File: config.mk
export PLATFORM = sky130hd
export DESIGN_NAME = window_watchdog
export DESIGN_NICKNAME = d
export VERILOG_FILES = /design/src/rtl/wwd_pkg.sv /design/src/rtl/wwd_prescale.sv /design/src/rtl/wwd_counter.sv /design/src/rtl/wwd_window.sv /design/src/rtl/window_watchdog.sv
export SDC_FILE = /design/constraint.sdc
export NUM_CORES = 1
export LEC_CHECK = 0
export BUFFER_PORTS_ARGS = -buffer_cell sky130_fd_sc_hd__buf_2
export CAP_MARGIN = 20
export CORE_MARGIN = 2
export CORE_UTILIZATION = 60
export CTS_CLUSTER_SIZE = 14
export DETAILED_ROUTE_END_ITERATION = 16
export PLACE_DENSITY = 0.86
export SLEW_MARGIN = 10
export SYNTH_ARGS = -nofsm -noshare
export SYNTH_HDL_FRONTEND = slang
export SYNTH_SLANG_ARGS = --single-unit
File: constraint.sdc
create_clock -name clk -period 8.4 [get_ports clk]
set_clock_uncertainty 0.2 [all_clocks]
set_input_delay 0.84 -clock clk [delete_from_list [all_inputs] [get_ports clk]]
set_output_delay 0.84 -clock clk [all_outputs]
set_load 0.05 [all_outputs]
File: src/rtl/wwd_pkg.sv
package wwd_pkg;
  localparam int CNT_W = 16;
  localparam int PRE_W = 13;

  // Largest count value for each period code
  function automatic logic [CNT_W-1:0] period_max(input logic [1:0] code);
    case (code)
      2'd0:    return CNT_W'(255);
      2'd1:    return CNT_W'(4095);
      2'd2:    return CNT_W'(16383);
      default: return CNT_W'(65535);
    endcase
  endfunction

  // Prescaler shift amount; unlisted codes fall back to divide-by-4
  function automatic logic [3:0] div_shift(input logic [3:0] code);
    if (code >= 4'd2 && code <= 4'd13) return code;
    return 4'd2;
  endfunction
endpackage

File: src/rtl/wwd_prescale.sv
module wwd_prescale #(
  parameter int PRE_W = wwd_pkg::PRE_W
) (
  input  logic       clk,
  input  logic       rst_n,
  input  logic       run_en,
  input  logic       clr,
  input  logic [3:0] shift,
  output logic       tick
);
  logic [PRE_W-1:0] pre;
  logic [PRE_W-1:0] mask;

  assign mask = ~({PRE_W{1'b1}} << shift);
  assign tick = run_en && ((pre & mask) == mask) && !clr;

  always_ff @(posedge clk or negedge rst_n) begin
    if (!rst_n)      pre <= '0;
    else if (clr)    pre <= '0;
    else if (run_en) pre <= pre + 1'b1;
  end


  frozen_pre_chk: assert property (@(posedge clk) disable iff (!rst_n)
    (!run_en && !clr) |=> (pre == $past(pre)));
endmodule

File: src/rtl/wwd_counter.sv
module wwd_counter #(
  parameter int CNT_W = wwd_pkg::CNT_W
) (
  input  logic             clk,
  input  logic             rst_n,
  input  logic             tick,
  input  logic             run_en,
  input  logic             reload_req,
  input  logic [CNT_W-1:0] pmax,
  output logic [CNT_W-1:0] count,
  output logic             loaded,
  output logic             unf
);
  assign unf = loaded && tick && !reload_req && (count == '0);

  always_ff @(posedge clk or negedge rst_n) begin
    if (!rst_n) begin
      count  <= '0;
      loaded <= 1'b0;
    end else if (!loaded || reload_req) begin
      count  <= pmax;
      loaded <= 1'b1;
    end else if (tick) begin
      count <= (count == '0) ? pmax : count - 1'b1;
    end
  end


  underflow_reload_chk: assert property (@(posedge clk) disable iff (!rst_n)
    unf |=> (count == $past(pmax)));

  refresh_reload_chk: assert property (@(posedge clk) disable iff (!rst_n)
    reload_req |=> (count == $past(pmax)));

  sleep_hold_chk: assert property (@(posedge clk) disable iff (!rst_n)
    (loaded && !run_en && !reload_req) |=> (count == $past(count)));
endmodule

File: src/rtl/wwd_window.sv
module wwd_window #(
  parameter int CNT_W = wwd_pkg::CNT_W
) (
  input  logic [CNT_W-1:0] count,
  input  logic [CNT_W-1:0] pmax,
  input  logic [3:0]       window,
  output logic             allowed
);
  localparam int EW = CNT_W + 1;

  logic [EW-1:0] span, q1, q2, q3, elapsed;
  logic [1:0]    quarter;

  always_comb begin
    span    = {1'b0, pmax} + 1'b1;
    q1      = span >> 2;
    q2      = q1 << 1;
    q3      = q1 + q2;
    elapsed = {1'b0, pmax - count};
    if (elapsed >= q3)      quarter = 2'd3;
    else if (elapsed >= q2) quarter = 2'd2;
    else if (elapsed >= q1) quarter = 2'd1;
    else                    quarter = 2'd0;
    allowed = (window == 4'b0000) || window[quarter];
  end
endmodule

File: src/rtl/window_watchdog.sv
module window_watchdog #(
  parameter int CNT_W = wwd_pkg::CNT_W,
  parameter int PRE_W = wwd_pkg::PRE_W
) (
  input  logic             clk,
  input  logic             rst_n,
  input  logic [1:0]       period_sel,
  input  logic [3:0]       div_sel,
  input  logic [3:0]       window_mask,
  input  logic             run_in_sleep,
  input  logic             req_is_reset,
  input  logic             sleep,
  input  logic             refresh,
  input  logic             clr_underflow,
  input  logic             clr_refresh_err,
  output logic [CNT_W-1:0] count,
  output logic             flag_underflow,
  output logic             flag_refresh_err,
  output logic             irq,
  output logic             reset_req
);
  logic [CNT_W-1:0] pmax;
  logic             run_en, tick, loaded, unf, win_ok, rerr, evt;

  assign pmax   = CNT_W'(wwd_pkg::period_max(period_sel));
  assign run_en = !sleep || run_in_sleep;
  assign rerr   = refresh && !win_ok && loaded;
  assign evt    = unf || rerr;

  wwd_prescale #(.PRE_W(PRE_W)) u_pre (
    .clk(clk), .rst_n(rst_n), .run_en(run_en),
    .clr(refresh || !loaded), .shift(wwd_pkg::div_shift(div_sel)), .tick(tick)
  );

  wwd_counter #(.CNT_W(CNT_W)) u_cnt (
    .clk(clk), .rst_n(rst_n), .tick(tick), .run_en(run_en),
    .reload_req(refresh), .pmax(pmax), .count(count),
    .loaded(loaded), .unf(unf)
  );

  wwd_window #(.CNT_W(CNT_W)) u_win (
    .count(count), .pmax(pmax), .window(window_mask), .allowed(win_ok)
  );

  always_ff @(posedge clk or negedge rst_n) begin
    if (!rst_n) begin
      flag_underflow   <= 1'b0;
      flag_refresh_err <= 1'b0;
      irq              <= 1'b0;
      reset_req        <= 1'b0;
    end else begin
      flag_underflow   <= unf  || (flag_underflow && !clr_underflow);
      flag_refresh_err <= rerr || (flag_refresh_err && !clr_refresh_err);
      irq              <= evt && !req_is_reset;
      reset_req        <= evt && req_is_reset;
    end
  end


  late_refresh_flag_chk: assert property (@(posedge clk) disable iff (!rst_n)
    (refresh && loaded && !win_ok) |=> flag_refresh_err);

  rerr_cause_chk: assert property (@(posedge clk) disable iff (!rst_n)
    $rose(flag_refresh_err) |-> $past(refresh));

  pulse_has_flag_chk: assert property (@(posedge clk) disable iff (!rst_n)
    (irq || reset_req) |-> (flag_underflow || flag_refresh_err));

  pulse_exclusive_chk: assert property (@(posedge clk) disable iff (!rst_n)
    !(irq && reset_req));
endmodule

==> results.cfg <==
[pwr]
power_mw = 0.439
ir_drop_v = 0.000104
leakagePower_nw = 1.29
power_density_nw_per_um2 = 144

[floorplan]
die_area_um2 = 5190
die_h_um = 72.0
start_util = 0.629
rows = 24
core-area_um2 = 4410
chipWidth_um = 72.0
io_pins = 38

[clock_tree]
clk_latency_ns = 0.29
htreeDepth = 2
cts_setup_buffers = 0
cts-resized-gates = 0
cts_buffer_depth = 2
cts.clk_slew.worst_paths_ns = 0.07
cts_tree = done
cts_root_buf = clkbuf_8
cts_sinks = 34
hold_buffers = 0
cts_buffers = 5

[finish]
mostFrequentLayoutCell = buf_2
areaGrowthSynthToFinish_pct = 9.59
antennaDiodeCount = 0
finalCoreUtilization = 0.690
instances_no_fill = 411
drive_above_1_share = 0.167
design_area_um2 = 3040
final_cell_mix = buf_2 (37), dfrtp_1 (34), nand2_1 (31)
fin_nets = 398

[min_path]
hold_class = reg -> reg

[routing]
top_layer = met4
met3_length_um = 261
drt-met1-wl_mm = 2.73
routedWlPerCell_um = 15.0
route.met2.wl_mm = 3.00
first_pass_iters = 5
ant_nets = 0
drc_errors = 0
via_count = 2513
drt_iter0_markers = 119
vias_per_cell = 6.11
drt-total-wl_mm = 6.17

[synthesis]
ys_seq_area_frac = 0.306
syn_area_per_cell_um2 = 8.52
yosysWarnings = 0
synthArstFlopShare = 1.00
syn_area_um2 = 2780
synth_edf_count = 0
synth.distinct_cells = 61
netlist_instances = 326
synth_seq_cells = 34
synth_ff_type = dfrtp_1

[sta]
finalCritPeriodShare = 0.499
fin_ws_ns = 4.21
tightest_slew_ns = 0.744
hold_ws_ns = 0.317
setup_viol = 0
rsz0062_at_grt = false
slew_headroom = 0.504
maxSlewViolCount = 0
min_period_ns = 4.19
hold_viol = 0
fmax_mhz = 238
fin_setup_tns_ns = 0

[worst_setup_path]
cp_max_fo = 13
cp_data_required_time_ns = 8.42
crit_path_end_kind = register
start_kind = primary input
critical_path_class = in -> reg
critPathArrivalTime_ns = 4.22

[place]
post-place-ws_ns = 3.94
place_hpwl_mm = 4.71
gp_congestion = 0.903
placedInstanceArea_um2 = 2960
dp.cells = 404
portBuffers = 37

[run]
max-cap-violations = 0

[grt]
grt_pass1_wl_mm = 10.5
grt.total_usage = 0.257
grt-ovfl-total = 0
antenna_found_initial = 0
grt_max_degree = 35
grt_pass1_vias = 2399

[outcome]
status = completed
==> power breakdown <==
group | internal, mW | switching, mW
sequential | 0.169 | 0.00997
clock | 0.0568 | 0.0588
combinational | 0.0556 | 0.0882
==> routing by layer <==
layer  global-route usage  up-vias
met3               0.0458       17
met4                0.122        0
met5                    0        -
met2                0.419       59
met1                0.332     1196
li1                     -     1241
==> cell type report <==
class,count,area (µm²)
multi-input combinational,263,1800
fill,383,1370
sequential,34,851
timing repair buffer,37,185
clock buffer,6,72.6
inverter,18,67.6
tap,52,65.1
clock inverter,1,7.51
==> synthesized netlist by cell type (4+ instances only) <==
cell type	n	area share
a21o_1	7	0.019
a21oi_1	19	0.034
a22oi_1	4	0.011
and2_1	4	0.0090
buf_2	6	0.011
clkbuf_1	6	0.0081
dfrtp_1	34	0.31
ha_1	21	0.095
inv_1	17	0.023
nand2_1	31	0.042
nand2b_1	4	0.0090
nand3_1	19	0.034
nand4_1	7	0.016
nor2_1	24	0.032
nor2b_1	4	0.0090
nor3_1	11	0.020
nor4_1	5	0.011
o211ai_1	4	0.011
o21ai_0	13	0.023
or3_1	4	0.0090
xnor2_1	11	0.035
xor2_1	10	0.032
==> cells by family after synthesis <==
kind of cell | share of synthesized area
DFF | 0.306
xor gates and xnor gates | 0.0662
muxes | 0.00721
other | 0.00135
and+or+nand+nor | 0.257
adders and majority gates | 0.0946
AOI/OAI and AO/OA | 0.216
buffers and inverters | 0.0513
==> critical path, cell delays in order <==
cell,delay [ns]
buf_2,0.19
nor2_4,0.21
inv_2,0.12
xnor2_1,0.17
ha_1,0.26
and3b_1,0.19
o21ai_0,0.12
o21ai_0,0.15
xnor2_1,0.24
ha_1,0.31
nand2_1,0.09
o21ai_0,0.13
a2111oi_2,0.38
o31ai_1,0.19
a211oi_1,0.34
o31ai_2,0.15
a21oi_1,0.14
==> path summary, 6_finish.rpt <==
check,from,endpoint,slack [ns],cells after the start
setup / recovery,period_sel[1],irq,4.21,17
hold / removal,flag_refresh_err,flag_refresh_err,0.32,2
setup reg to reg,u_cnt.count[12],irq,4.66,13
hold reg to reg,flag_refresh_err,flag_refresh_err,0.32,2
max in group asynchronous,rst_n,u_pre.pre[10],7.11,1
min in group asynchronous,rst_n,u_cnt.count[3],0.41,1
==> sequential cells by signal, indices dropped and copies added, names as in the netlist <==
register and cells:
reset_req 1, u_cnt.loaded 1, irq 1, u_cnt.count 16, flag_refresh_err 1, u_pre.pre 13, flag_underflow 1
Note: power is estimated with default switching activity, not from simulation.
